<file path="src/rtl/opnd_bypass.sv">
`timescale 1ns/1ps
module opnd_bypass #(
  parameter int DW = 32,
  parameter int AW = 4
) (
  input  logic          clk,
  input  logic          rst_n,
  input  logic          dec_valid,
  input  logic [2:0]    src_use,
  input  logic [AW-1:0] src_a,
  input  logic [AW-1:0] src_b,
  input  logic [AW-1:0] src_c,
  input  logic [DW-1:0] rf_a,
  input  logic [DW-1:0] rf_b,
  input  logic [DW-1:0] rf_c,
  input  logic [DW-1:0] pc_val,
  input  logic          ex_we,
  input  logic          ex_load,
  input  logic [AW-1:0] ex_dst,
  input  logic [DW-1:0] ex_data,
  input  logic          mem_we,
  input  logic [AW-1:0] mem_dst,
  input  logic [DW-1:0] mem_data,
  input  logic          wb_we,
  input  logic [AW-1:0] wb_dst,
  input  logic [DW-1:0] wb_data,
  output logic          stall,
  output logic          de_valid,
  output logic [DW-1:0] op_a,
  output logic [DW-1:0] op_b,
  output logic [DW-1:0] op_c
);
  localparam int NP = 3;
  localparam logic [AW-1:0] PC_IDX = '1;

  logic [AW-1:0] src [NP];
  logic [DW-1:0] rfv [NP];
  logic [DW-1:0] pick [NP];
  logic [NP-1:0] ld_hit;

  assign src[0] = src_a;
  assign src[1] = src_b;
  assign src[2] = src_c;
  assign rfv[0] = rf_a;
  assign rfv[1] = rf_b;
  assign rfv[2] = rf_c;

  for (genvar i = 0; i < NP; i++) begin : g_port
    logic is_pc, hit_ex, hit_mem, hit_wb;
    assign is_pc   = (src[i] == PC_IDX);
    assign hit_ex  = !is_pc && ex_we  && (ex_dst  == src[i]);
    assign hit_mem = !is_pc && mem_we && (mem_dst == src[i]);
    assign hit_wb  = !is_pc && wb_we  && (wb_dst  == src[i]);
    assign ld_hit[i] = hit_ex && ex_load;
    assign pick[i] = is_pc   ? pc_val   :
                     hit_ex  ? ex_data  :
                     hit_mem ? mem_data :
                     hit_wb  ? wb_data  : rfv[i];
  end

  assign stall = dec_valid && |(ld_hit & src_use);

  always_ff @(posedge clk) begin
    if (!rst_n || stall || !dec_valid) begin
      de_valid <= 1'b0;
      op_a     <= '0;
      op_b     <= '0;
      op_c     <= '0;
    end else begin
      de_valid <= 1'b1;
      op_a     <= pick[0];
      op_b     <= pick[1];
      op_c     <= pick[2];
    end
  end
endmodule

</file>
<file path="config.mk">
export PLATFORM = sky130hd
export DESIGN_NAME = opnd_bypass
export DESIGN_NICKNAME = d
export VERILOG_FILES = /design/src/rtl/opnd_bypass.sv
export SDC_FILE = /design/constraint.sdc
export NUM_CORES = 1
export LEC_CHECK = 0
export ABC_AREA = 1
export ABC_CLOCK_PERIOD_IN_PS = 1500
export BUFFER_PORTS_ARGS = -buffer_cell sky130_fd_sc_hd__buf_2
export CORE_MARGIN = 3
export CORE_UTILIZATION = 35
export DETAILED_ROUTE_END_ITERATION = 10
export HOLD_SLACK_MARGIN = 0.02
export PLACE_DENSITY_LB_ADDON = 0.1
export SYNTH_ARGS = -nofsm -noshare
export SYNTH_HDL_FRONTEND = slang
export SYNTH_SLANG_ARGS = --single-unit
</file>
<file path="constraint.sdc">
create_clock -name clk -period 1.5 [get_ports clk]
set_input_delay 0.3 -clock clk [delete_from_list [all_inputs] [get_ports clk]]
set_output_delay 0.3 -clock clk [all_outputs]
set_load 0.1 [all_outputs]
</file>
======== Word-level counts from Yosys, hierarchy flattened ========
Index checks and enable logic that the tools add are counted.
storage, ports and cells
  flip-flop bits (word level) ............. 97
  latch bits .............................. 0
  bits in writable memories ............... 0
  memory bits (read-only) ................. 0
  logic and storage cells ................. 60
  memories ................................ 0
operators by class
  add/sub/neg operators ................... 0
  multipliers ............................. 0
  divide/modulo/power cells ............... 0
  order comparisons ....................... 0
  equality and inequality tests ........... 12
  shift-type cells ........................ 0
  multiplexer cells ....................... 13
  bitwise gates (word level) .............. 1
  reductions and logical operators ........ 30
operators by type and width
  operator                              count
  two-way mux 32 bit                    12
  == test 4 bit                         9
  logical AND 1 bit                     22
  == test 4 bit, second input constant  3
  zero test 1 bit                       5
  bitwise AND 3 bit                     1
  OR reduction 3 bit                    1
  logical OR 1 bit                      2
  two-way mux 1 bit                     1

======== Longest topological paths before layout ========
  word-level depth ........................ 11
  mapped depth ............................ 12

======== Worst setup path before layout ========
Ideal clock, no wire load.
  path type ............................... input to output
  start ................................... input port src_c[1]
  end ..................................... output port stall
  data arrival time ....................... 1,748 ps
  path slack .............................. -548 ps
  cell stages on the path ................. 9
  path buffers ............................ 2
  cells stage by stage .................... buf_2 nand4_1 nand2_1 nor2_1 nand3_1 nand3_2 nand2_4 buf_12 inv_1
between the ends
  cells in the longest elaborated chain, start to end .. 8
  elaborated cells on any way between the ends .. 9
RTL lines
  what                  line  text
  start, declared       12    input logic [AW-1:0] src_c,
  == test 4 bit         50    assign is_pc = (src[i] == PC_IDX);
  zero test 1 bit       51    assign hit_ex = !is_pc && ex_we && (ex_dst == src[i]);
  logical AND 1 bit     51
  logical AND 1 bit *   51
  logical AND 1 bit *   54    assign ld_hit[i] = hit_ex && ex_load;
  bitwise AND 3 bit *   61    assign stall = dec_valid && |(ld_hit & src_use);
  OR reduction 3 bit *  61
  logical AND 1 bit *   61
  end, declared         27    output logic stall,
Every way passes the cells marked *; elsewhere a longest branch is shown, timed or not.

======== Final worst setup path ========
  start ................................... input port src_c[2]
  end ..................................... output port stall
The elaborated chain is that of the path after synthesis.

==> results.md <==
- Crit start category: primary input
- Core Box Area: 22200 sq um
- Status: finished, violations left
- Met1 GRT Util: 0.392
- Worst-margin pin slew: 0.537 ns
- CTS tree: built
- Fin. Hold Viols: 0
- I/O Buffers: 355
- Area Growth Syn to Fin: 52.2%
- Post-synthesis sequential area ratio: 0.242
- Worst slack, placed: -0.318 ns
- Post-route ant nets: 0
- Fmax: 590 MHz
- Synth cell types: 22
- Met3 usage: 0.0616
- Top Ports: 356
- Power per cell area: 760 nW/um^2
- VDD IR max: 0.458 mV
- CP Capture Type: output pin
- Crit path required time: 1.20 ns
- XOR/XNOR Fraction of Synth Area: 0.00218
- Pre-antenna DRT Iters: 6
- Share of cells above drive strength 1: 0.362
- Final WL: roughly 44000 um
- Die Y-Extent: 157 um
- Fin util: 0.552
- Mux cell area share after synthesis: 0
- Die Area: 24800 sq um
- Final period utilization: 1.13
- Number of hold buffers added after cts: 0
- Worst-path maximum fanout: 4
- Residual DRC: 0
- Clock tree sinks: 97
- Total GRT Usage: 0.316
- Die Wd: 157 um
- First-pass GRT wire length: 60900 um
- Placement Rows: 54
- Post-layout min period: 1.69 ns
- Grt peak-use layer: met2
- Initial Util: 0.362
- Vias in the first global route: 10995
- Setup tns final: -0.271 ns
- Compound-Gate Fraction of Synth Area: 0.126
- Initial antenna violation count: 9
- Adder-Cell Fraction of Synth Area: 0
- Failing checks: setup timing
- Synth Register Bits: 97
- Unrepaired setup endpoints after global routing: true
- Syn Inst Count: 1415
- Vias per cell: 5.68
- Most common cell after layout, fill and taps aside: buf_2
- Clock root buffer: clkbuf_16
- Via count: approximately 12000
- Dpl hpwl: 30300 um
- Drt initial violations: 1163
- Largest family of logic cells by synthesized area: simple AND/OR/NAND/NOR gates
- Num CTS Buffers: 9
- GRT Residual Overflow: 0
- Pin count of the biggest net entering global routing: between 40 and 50
- Slew HR: 0.644
- Ys Warns: 0
- CP Class: primary input to output pin
- # Max-Cap Violations: 0
- CTS Buffer Depth: 2
- Clock-pin slew on the worst setup and hold paths: approximately 0.070 ns
- CTS H-tree depth: 3
- Leak: 6.27 nW
- Routed WL per cell: roughly 21 um
- Final net count: 2060
- Crit path DAT: 1.39 ns
- Final Wtd Congestion: 0.917
- Syn Area/Cell: 5.68 sq um
- Slew Limit Fails: 0
- Min-Delay Path Class: primary input to flop
- Cell Area, Synth: 8030 sq um
- Most frequent cells in the layout: 339 x buf_2, 293 x nor2_1, 267 x nand2_1
- Final setup fails: 8
- Grt met2 use: 0.528
- Setup ws final: -0.194 ns
- Syn_nets: ~1700
- Post-Synth Simple-Gate Area: 0.516
==> Yosys cell counts <==
cell	count	area, sq um
buf_2	49	245
clkbuf_1	54	203
nand3_2	37	370
nand2_4	1	11.3
nor2_2	8	50.1
o21ai_0	102	510
clkinv_1	1	3.75
nand2_2	5	31.3
dfxtp_1	97	1940
a21oi_1	100	500
nand2_1	276	1040
or2_1	1	6.26
buf_12	4	80.1
nand4_1	97	607
nor2_1	311	1170
xor2_1	2	17.5
inv_1	80	300
buf_1	1	3.75
buf_4	3	22.5
nor2_4	2	22.5
nand3_1	168	841
inv_2	16	60.1
==> layout make-up <==
cell class / count / area, sq um
Inverter: 97 / 402
Tap cell: 280 / 350
Multi-Input combinational cell: 1110 / 5590
Clock inverter: 5 / 63.8
Antenna cell: 6 / 15.0
Sequential cell: 97 / 1940
Timing Repair Buffer: 487 / 3620
Fill cell: 2269 / 9940
Clock buffer: 10 / 239
==> worst paths after layout <==
check / start / endpoint / slack [ns] / cells after the start
setup / recovery: src_c[2] / stall / -0.19 / 8
hold / removal: pc_val[2] / op_b[2] / 0.30 / 5
==> stage by stage <==
step,instance area (sq um),total power [mW],std cells,hold WS [ns]
after floorplan,8050,5.14,1415,0.444
after global placement,10700,6.39,2030,0.668
after detailed placement,10700,6.39,2030,0.665
after CTS,11200,8.98,2059,0.293
after global routing,12200,9.63,2091,0.332
final,12200,9.29,2092,0.302
==> sequential cells by signal, indices dropped and copies added (netlist names) <==
name	cells
op_b	32
op_a	32
op_c	32
de_valid	1
==> kinds of logic (layout without fill, tap and decap cells) <==
group / count (synthesis) / in the layout
XOR/XNOR: 2 / 2
buffers and inverters: 208 / 599
AO/OA/AOI/OAI: 202 / 202
flip-flops: 97 / 97
other: 0 / 6
AND/OR/NAND/NOR: 906 / 906
==> worst max-delay path, stage by stage <==
cell        delay, ns
buf_8            0.10
or2_1            0.23
a21oi_2          0.18
nand3_2          0.10
nand3_2          0.10
nand2_4          0.08
clkinvlp_4       0.12
buf_12           0.18
==> what timing repair did <==
item                                    CTS  global route
pin swaps                                20            59
endpoints found under the setup margin    1            98
hold endpoints to repair                  0             0
cloned                                    0            17
gates resized for setup                  37           137
buffers inserted                         14            13
==> report_power, final <==
group / total [mW] / internal, mW / switching (mW)
Combinational: 4.00 / 1.21 / 2.79
Sequential: 2.78 / 2.73 / 0.0474
Clock: 2.51 / 1.35 / 1.17
Total: 9.29 / 5.28 / 4.00
==> routing by layer <==
layer  vias up  wire length (um)  part of all wire
met2       886             20600              0.46
met5         -                54            0.0012
met1      5375             17200              0.39
li1       5452                 -                 -
met4         8              1830             0.041
met3       172              4750              0.11
Note: power is estimated with default switching activity, not from simulation.
